$ cat config.mk
export PLATFORM = sky130hd
export DESIGN_NAME = pwr_path_seq
export DESIGN_NICKNAME = d
export VERILOG_FILES = /design/src/rtl/pps_pkg.sv /design/src/rtl/pps_in_filt.sv /design/src/rtl/pps_state_dec.sv /design/src/rtl/pps_rail_bbm.sv /design/src/rtl/pps_rail_mbb.sv /design/src/rtl/pwr_path_seq.sv
export SDC_FILE = /design/constraint.sdc
export NUM_CORES = 1
export LEC_CHECK = 0
export ABC_AREA = 1
export BUFFER_PORTS_ARGS = -buffer_cell sky130_fd_sc_hd__buf_2
export CAP_MARGIN = 20
export CORE_ASPECT_RATIO = 0.5
export CORE_MARGIN = 2
export CORE_UTILIZATION = 35
export CTS_BUF_LIST = sky130_fd_sc_hd__clkbuf_8
export DETAILED_ROUTE_END_ITERATION = 6
export SLEW_MARGIN = 15
export SYNTH_ARGS = -nofsm -noshare
export SYNTH_HDL_FRONTEND = slang
export SYNTH_HIERARCHICAL = 1
export SYNTH_SLANG_ARGS = --single-unit
$ cat constraint.sdc
create_clock -name clk_i -period 2.6 [get_ports clk_i]
set_clock_uncertainty 0.05 [all_clocks]
set_input_delay 0.52 -clock clk_i [delete_from_list [all_inputs] [get_ports clk_i]]
set_output_delay 0.52 -clock clk_i [all_outputs]
set_load 0.01 [all_outputs]
$ cat src/rtl/pps_pkg.sv
package pps_pkg;
  typedef enum logic [2:0] {PS_INIT, PS_S0, PS_S3, PS_S5, PS_SX} pstate_e;
  typedef enum logic [1:0] {SRC_OFF, SRC_MAIN, SRC_STBY} src_e;
  localparam logic [1:0] STC_NONE = 2'b00;
  localparam logic [1:0] STC_S0   = 2'b01;
  localparam logic [1:0] STC_S3   = 2'b10;
  localparam logic [1:0] STC_S5   = 2'b11;
endpackage

$ cat src/rtl/pps_in_filt.sv
module pps_in_filt #(
  parameter int unsigned W    = 3,
  parameter int unsigned SYNC = 2,
  parameter int unsigned FILT = 3
) (
  input  logic         clk_i,
  input  logic         rst_ni,
  input  logic [W-1:0] raw_i,
  output logic [W-1:0] code_o,
  output logic         valid_o
);
  localparam int unsigned CW = (FILT > 1) ? $clog2(FILT) : 1;
  localparam logic [CW-1:0] LAST = CW'(FILT - 1);

  logic [SYNC-1:0][W-1:0] sq;
  logic [SYNC-1:0]        primed;
  logic [W-1:0]           cand_q;
  logic [CW-1:0]          cnt_q;

  always_ff @(posedge clk_i or negedge rst_ni) begin
    if (!rst_ni) begin
      sq     <= '0;
      primed <= '0;
    end else begin
      sq[0]     <= raw_i;
      primed[0] <= 1'b1;
      for (int i = 1; i < SYNC; i++) begin
        sq[i]     <= sq[i-1];
        primed[i] <= primed[i-1];
      end
    end
  end

  // the filter waits until the synchroniser holds real samples
  always_ff @(posedge clk_i or negedge rst_ni) begin
    if (!rst_ni) begin
      cand_q  <= '0;
      cnt_q   <= '0;
      code_o  <= '0;
      valid_o <= 1'b0;
    end else if (primed[SYNC-1]) begin
      if (sq[SYNC-1] != cand_q) begin
        cand_q <= sq[SYNC-1];
        cnt_q  <= '0;
      end else if (cnt_q != LAST) begin
        cnt_q <= cnt_q + 1'b1;
      end else begin
        code_o  <= cand_q;
        valid_o <= 1'b1;
      end
    end
  end
endmodule

$ cat src/rtl/pps_state_dec.sv
module pps_state_dec
  import pps_pkg::*;
(
  input  logic       clk_i,
  input  logic       rst_ni,
  input  logic [2:0] code_i,   // {pwr_ok, slp3_n, slp5_n}
  input  logic       valid_i,
  output pstate_e    state_o
);
  always_ff @(posedge clk_i or negedge rst_ni) begin
    if (!rst_ni) begin
      state_o <= PS_INIT;
    end else if (valid_i) begin
      if (code_i == 3'b111) begin
        state_o <= PS_S0;
      end else if (!code_i[0]) begin
        state_o <= (code_i == 3'b110) ? PS_SX : PS_S5;
      end else if (state_o != PS_S5 && state_o != PS_SX) begin
        state_o <= PS_S3;  // S3 refused while in soft off
      end
    end
  end
endmodule

$ cat src/rtl/pps_rail_bbm.sv
module pps_rail_bbm
  import pps_pkg::*;
#(
  parameter int unsigned DT_M2S = 40,
  parameter int unsigned DT_S2M = 5
) (
  input  logic clk_i,
  input  logic rst_ni,
  input  logic fault_i,
  input  src_e tgt_i,
  output logic main_o,
  output logic stby_o
);
  localparam int unsigned MX = (DT_M2S > DT_S2M) ? DT_M2S : DT_S2M;
  localparam int unsigned CW = $clog2(MX + 1);

  typedef enum logic [1:0] {B_OFF, B_MAIN, B_STBY, B_GAP} bst_e;
  bst_e          st_q;
  logic [CW-1:0] cnt_q;

  always_ff @(posedge clk_i or negedge rst_ni) begin
    if (!rst_ni) begin
      st_q  <= B_OFF;
      cnt_q <= '0;
    end else if (fault_i) begin
      st_q  <= B_OFF;
      cnt_q <= '0;
    end else begin
      unique case (st_q)
        B_OFF: begin
          if (tgt_i == SRC_MAIN)      st_q <= B_MAIN;
          else if (tgt_i == SRC_STBY) st_q <= B_STBY;
        end
        B_MAIN: begin
          if (tgt_i == SRC_OFF) st_q <= B_OFF;
          else if (tgt_i == SRC_STBY) begin
            st_q  <= B_GAP;
            cnt_q <= CW'(DT_M2S - 1);
          end
        end
        B_STBY: begin
          if (tgt_i == SRC_OFF) st_q <= B_OFF;
          else if (tgt_i == SRC_MAIN) begin
            st_q  <= B_GAP;
            cnt_q <= CW'(DT_S2M - 1);
          end
        end
        B_GAP: begin
          if (cnt_q == '0) begin
            unique case (tgt_i)
              SRC_MAIN: st_q <= B_MAIN;
              SRC_STBY: st_q <= B_STBY;
              default:  st_q <= B_OFF;
            endcase
          end else begin
            cnt_q <= cnt_q - 1'b1;
          end
        end
        default: st_q <= B_OFF;
      endcase
    end
  end

  assign main_o = (st_q == B_MAIN);
  assign stby_o = (st_q == B_STBY);
endmodule

$ cat src/rtl/pps_rail_mbb.sv
module pps_rail_mbb
  import pps_pkg::*;
#(
  parameter int unsigned OVL = 30
) (
  input  logic clk_i,
  input  logic rst_ni,
  input  logic fault_i,
  input  src_e tgt_i,
  output logic main_o,
  output logic stby_o
);
  localparam int unsigned CW = $clog2(OVL + 1);

  typedef enum logic [1:0] {M_OFF, M_MAIN, M_STBY, M_BOTH} mst_e;
  mst_e          st_q;
  logic [CW-1:0] cnt_q;

  always_ff @(posedge clk_i or negedge rst_ni) begin
    if (!rst_ni) begin
      st_q  <= M_OFF;
      cnt_q <= '0;
    end else if (fault_i) begin
      st_q  <= M_OFF;
      cnt_q <= '0;
    end else begin
      unique case (st_q)
        M_OFF: begin
          if (tgt_i == SRC_MAIN)      st_q <= M_MAIN;
          else if (tgt_i == SRC_STBY) st_q <= M_STBY;
        end
        M_MAIN: begin
          if (tgt_i == SRC_OFF) st_q <= M_OFF;
          else if (tgt_i == SRC_STBY) begin
            st_q  <= M_BOTH;
            cnt_q <= CW'(OVL - 1);
          end
        end
        M_STBY: begin
          if (tgt_i == SRC_OFF) st_q <= M_OFF;
          else if (tgt_i == SRC_MAIN) begin
            st_q  <= M_BOTH;
            cnt_q <= CW'(OVL - 1);
          end
        end
        M_BOTH: begin
          if (tgt_i == SRC_OFF) begin
            st_q <= M_OFF;  // shutdown skips the overlap
          end else if (cnt_q == '0) begin
            st_q <= (tgt_i == SRC_MAIN) ? M_MAIN : M_STBY;
          end else begin
            cnt_q <= cnt_q - 1'b1;
          end
        end
        default: st_q <= M_OFF;
      endcase
    end
  end

  assign main_o = (st_q == M_MAIN) || (st_q == M_BOTH);
  assign stby_o = (st_q == M_STBY) || (st_q == M_BOTH);
endmodule

$ cat src/rtl/pwr_path_seq.sv
module pwr_path_seq
  import pps_pkg::*;
#(
  parameter int unsigned SYNC_STAGES = 2,
  parameter int unsigned FILT_CYCLES = 3,
  parameter int unsigned DT_M2S_CYC  = 40,
  parameter int unsigned DT_S2M_CYC  = 5,
  parameter int unsigned OVL_CYC     = 30
) (
  input  logic       clk_i,
  input  logic       rst_ni,
  input  logic       pwr_ok_i,
  input  logic       slp3_n_i,
  input  logic       slp5_n_i,
  input  logic       fault_off_i,
  output logic       dual_main_en_o,
  output logic       dual_stby_en_o,
  output logic       mem_main_en_o,
  output logic       mem_stby_en_o,
  output logic [1:0] pwr_state_o
);
  logic [2:0] code;
  logic       code_vld;
  pstate_e    pstate;
  src_e       dual_tgt, mem_tgt;
  logic       d_main, d_stby, m_main, m_stby;

  pps_in_filt #(.W(3), .SYNC(SYNC_STAGES), .FILT(FILT_CYCLES)) u_filt (
    .clk_i   (clk_i),
    .rst_ni  (rst_ni),
    .raw_i   ({pwr_ok_i, slp3_n_i, slp5_n_i}),
    .code_o  (code),
    .valid_o (code_vld)
  );

  pps_state_dec u_dec (
    .clk_i   (clk_i),
    .rst_ni  (rst_ni),
    .code_i  (code),
    .valid_i (code_vld),
    .state_o (pstate)
  );

  always_comb begin
    unique case (pstate)
      PS_S0:   begin dual_tgt = SRC_MAIN; mem_tgt = SRC_MAIN; end
      PS_S3:   begin dual_tgt = SRC_STBY; mem_tgt = SRC_STBY; end
      PS_S5:   begin dual_tgt = SRC_STBY; mem_tgt = SRC_OFF;  end
      PS_SX:   begin dual_tgt = SRC_MAIN; mem_tgt = SRC_OFF;  end
      default: begin dual_tgt = SRC_OFF;  mem_tgt = SRC_OFF;  end
    endcase
  end

  always_comb begin
    unique case (pstate)
      PS_S0:        pwr_state_o = STC_S0;
      PS_S3:        pwr_state_o = STC_S3;
      PS_S5, PS_SX: pwr_state_o = STC_S5;
      default:      pwr_state_o = STC_NONE;
    endcase
  end

  pps_rail_bbm #(.DT_M2S(DT_M2S_CYC), .DT_S2M(DT_S2M_CYC)) u_dual (
    .clk_i   (clk_i),
    .rst_ni  (rst_ni),
    .fault_i (fault_off_i),
    .tgt_i   (dual_tgt),
    .main_o  (d_main),
    .stby_o  (d_stby)
  );

  pps_rail_mbb #(.OVL(OVL_CYC)) u_mem (
    .clk_i   (clk_i),
    .rst_ni  (rst_ni),
    .fault_i (fault_off_i),
    .tgt_i   (mem_tgt),
    .main_o  (m_main),
    .stby_o  (m_stby)
  );

  // fault gating is combinational so it takes effect in the same cycle
  assign dual_main_en_o = d_main & ~fault_off_i;
  assign dual_stby_en_o = d_stby & ~fault_off_i;
  assign mem_main_en_o  = m_main & ~fault_off_i;
  assign mem_stby_en_o  = m_stby & ~fault_off_i;
endmodule

==> results_dict.tcl <==
set metrics [dict create \
    slew_violations 0 \
    powerDensity_mw_per_mm2 942.4 \
    critPathMostFrequentCell "inv_1" \
    post_cts_resized 0 \
    ir_worst_vdd_mv 0.2405 \
    r2r_slack_ps 900 \
    nets 345 \
    drtPass1Iterations 4 \
    cts_setup_buffers 0 \
    min_period_ps 2024 \
    cp.arrival_ps 1450 \
    slowest_delay_ps 410 \
    synth_edf_count 0 \
    n_antenna_cell 0 \
    final_layout_size_suffix_gt1_share_pct 16.87 \
    antenna_found_initial 0 \
    synth_top_cell_area_share_pct 38.38 \
    clk_latency_ps 290 \
    cts_root_buf "clkbuf_8" \
    antenna_left 0 \
    ys_seq_area_share_pct 38.38 \
    drtIter0Drc 103 \
    cap_viol_max_count 0 \
    core_mm2 0.006181 \
    fmax_ghz 0.4940 \
    cts_num_sinks 35 \
    critPathKind "reg2out" \
    tightestPinTransition_ps 762.8 \
    hpwl_mm 3.102 \
    yosys_warnings 6 \
    numCtsBuffers 5 \
    die_x_um 118.2 \
    yosysUniqueCellTypes 28 \
    endpoint_kind "primary output" \
    yosys-top-cells-area "dfrtp_1 (38%), nand2_1 (16%), ha_1 (7.7%), inv_1 (6.9%), nand3_1 (5.9%)" \
    reg2reg_to "u_mem/cnt_q[3]$_DFFE_PN0P_" \
    setup_viol 0 \
    ys_ff_latch 35 \
    cp-endpoint "dual_stby_en_o" \
    hold_violations 0 \
    htreeDepth 2 \
    reg2regPathDepth 10 \
    cts_buffer_depth 2 \
    die-area_mm2 0.007222 \
    io_buffers 11 \
    gr-usage-all-layers_pct 12.92 \
    syn-num-nets 331 \
    routedWlPerCell_um 9.915 \
    syn_area_mm2 0.002282 \
    rows 20 \
    power.switching_mw 1.087 \
    worstPathCellList "inv_1 -> ha_1 -> inv_1 -> nor2_1 -> buf_2" \
    combPwrFrac_pct 50.0 \
    grt_max_degree 36 \
    holdBufCountCts 0 \
    critPathLaunch "u_dual/st_q[0]$_DFFE_PN0P_" \
    ys.flop_type "dfrtp_1" \
    max-slew-margin-rel_pct 49.14 \
    crit_slowest_cell "dfrtp_1" \
    leakagePower_nw 1.313 \
    vias 1872 \
    die_y_um 61.10 \
    avgSynthCellArea_um2 7.338 \
    clkPwrFrac_pct 17.1 \
    status "finished clean" \
    fin_crit_sh_pct 77.85 \
    grt_pass1_vias 1811 \
    finalWirelength_mm 4.105 \
    worstReg2RegStart "u_dec/state_o[2]$_DFFE_PN0P_" \
    syn2layout_area_growth_pct 9.923 \
    required_ps 2030 \
    grt_overflow 0 \
    tritoncts "yes" \
    seqPwrFrac_pct 32.8 \
    worst-path-max-fanout 4 \
    initial_core_util_pct 36.92 \
    swShare_pct 45.99 \
    rsz0062_at_grt "no" \
    finalWeightedCongestion 0.8938 \
    grt_first_pass_wirelength_mm 7.576 \
    p_total_mw 2.364 \
    internal_power_mw 1.277 \
    io-pin-count 12 \
    fin_setup_tns_ps 0 \
    worstSetupStartpointType "flop" \
    yosysTopAreaCell "dfrtp_1" \
    holdCritPathClass "in2async" \
    synth_cells 311 \
    via_per_inst 4.522 \
    path_clk_slew_ps 80 \
    drc 0 \
    async_reset_ff_share_pct 100.0 \
]
stage by stage:
step                utilization (%)  instance area, um^2  setup slack (ps)  instances  hold slack (ps)
floorplan                         -                 2282              1059        311            174.4
global placement              39.09                 2416             913.2        406            282.0
detailed placement            39.09                 2416             896.7        406            285.8
CTS                           40.59                 2509             559.3        414            256.6
global route                  40.59                 2509             473.8        414            260.7
finish                        40.59                 2509             575.8        414            242.8
layout make-up:
cell class / instances / area [um^2]
clock buffer: 5 / 68.82
tap: 88 / 110.1
inverter: 49 / 186.4
multi-input combinational: 223 / 1189
sequential: 35 / 875.8
clock inverter: 3 / 23.77
fill: 639 / 3672
timing repair buffer: 11 / 55.05
sequential cells by signal, indices dropped and copies added, names as in the netlist, 3 cells and up:
register       cells
u_filt/sq          6
u_mem/cnt_q        5
u_filt/cand_q      3
u_dec/state_o      3
u_filt/code_o      3
u_dual/cnt_q       6
routing by layer:
layer | track usage [%] | vias to the layer above | part of all wire (%)
met4 | 5.508 | 0 | 1.6
li1 | - | 996 | -
met2 | 23.12 | 20 | 47
met1 | 15.64 | 849 | 48
met3 | 2.963 | 7 | 3.4
met5 | 0 | - | 0
worst min path at each step:
stage | from | endpoint | cells after the start
after global routing | slp3_n_i | u_filt/sq[1]$_DFF_PN0_ | 1
after floorplan | rst_ni | u_dec/state_o[0]$_DFFE_PN0P_ | 0
after global placement | u_filt/primed[0]$_DFF_PN0_ | u_filt/primed[1]$_DFF_PN0_ | 0
after detailed placement | u_filt/primed[0]$_DFF_PN0_ | u_filt/primed[1]$_DFF_PN0_ | 0
final | rst_ni | u_filt/sq[1]$_DFF_PN0_ | 1
after CTS | rst_ni | u_filt/sq[0]$_DFF_PN0_ | 1
cells in the mapped netlist, types with 3 or more instances:
cell      count
a21oi_1       4
dfrtp_1      35
ha_1         14
inv_1        42
inv_2         6
nand2_1      99
nand2_2      11
nand3_1      27
nand3_2       3
nand3b_1      3
nand4_1      11
nor2_1       21
nor2_2        5
o21ai_0       8
o21ai_2       6
cell families after synthesis:
logic type / after synthesis / share of synthesized area (%)
buf+inv: 53 / 9.539
mux: 1 / 0.4934
fa+ha+maj: 14 / 7.676
compound gates: 22 / 6.140
flops: 35 / 38.38
other cells: 1 / 0.1643
simple gates: 183 / 36.84
xor+xnor: 2 / 0.7677
power by group through the flow:
stage / logic [mW] / registers [mW] / clock network (mW)
final: 1.18 / 0.776 / 0.405
after global routing: 1.36 / 0.802 / 0.449
after CTS: 1.19 / 0.776 / 0.431
after detailed placement: 1.18 / 0.787 / 0
after global placement: 1.15 / 0.782 / 0
after floorplan: 0.982 / 0.759 / 0
cell usage in the layout (no fill, tap or decap), types with 2 or more instances in the layout:
master,Yosys,final
o21ai_0,8,8
inv_2,6,6
nand3b_1,3,3
nor2_4,2,2
nor2_1,21,21
nand4_1,11,11
clkbuf_8,0,5
nand2_2,11,11
nor2_2,5,5
a21oi_1,4,4
dfrtp_1,35,35
nand3_1,27,27
nand3_2,3,3
a21o_1,2,2
inv_1,42,42
nand2_1,99,99
o21ai_2,6,6
clkinvlp_4,0,2
buf_2,1,11
ha_1,14,14
worst max-delay path, delay by kind of cell (launching register included):
kind	cells	cell delay, ps
flip-flops	1	410
buffers and inverters	3	350
adder cells (fa/ha/maj)	1	260
AND/OR/NAND/NOR	1	140
Power figures use the tool's default switching activity.
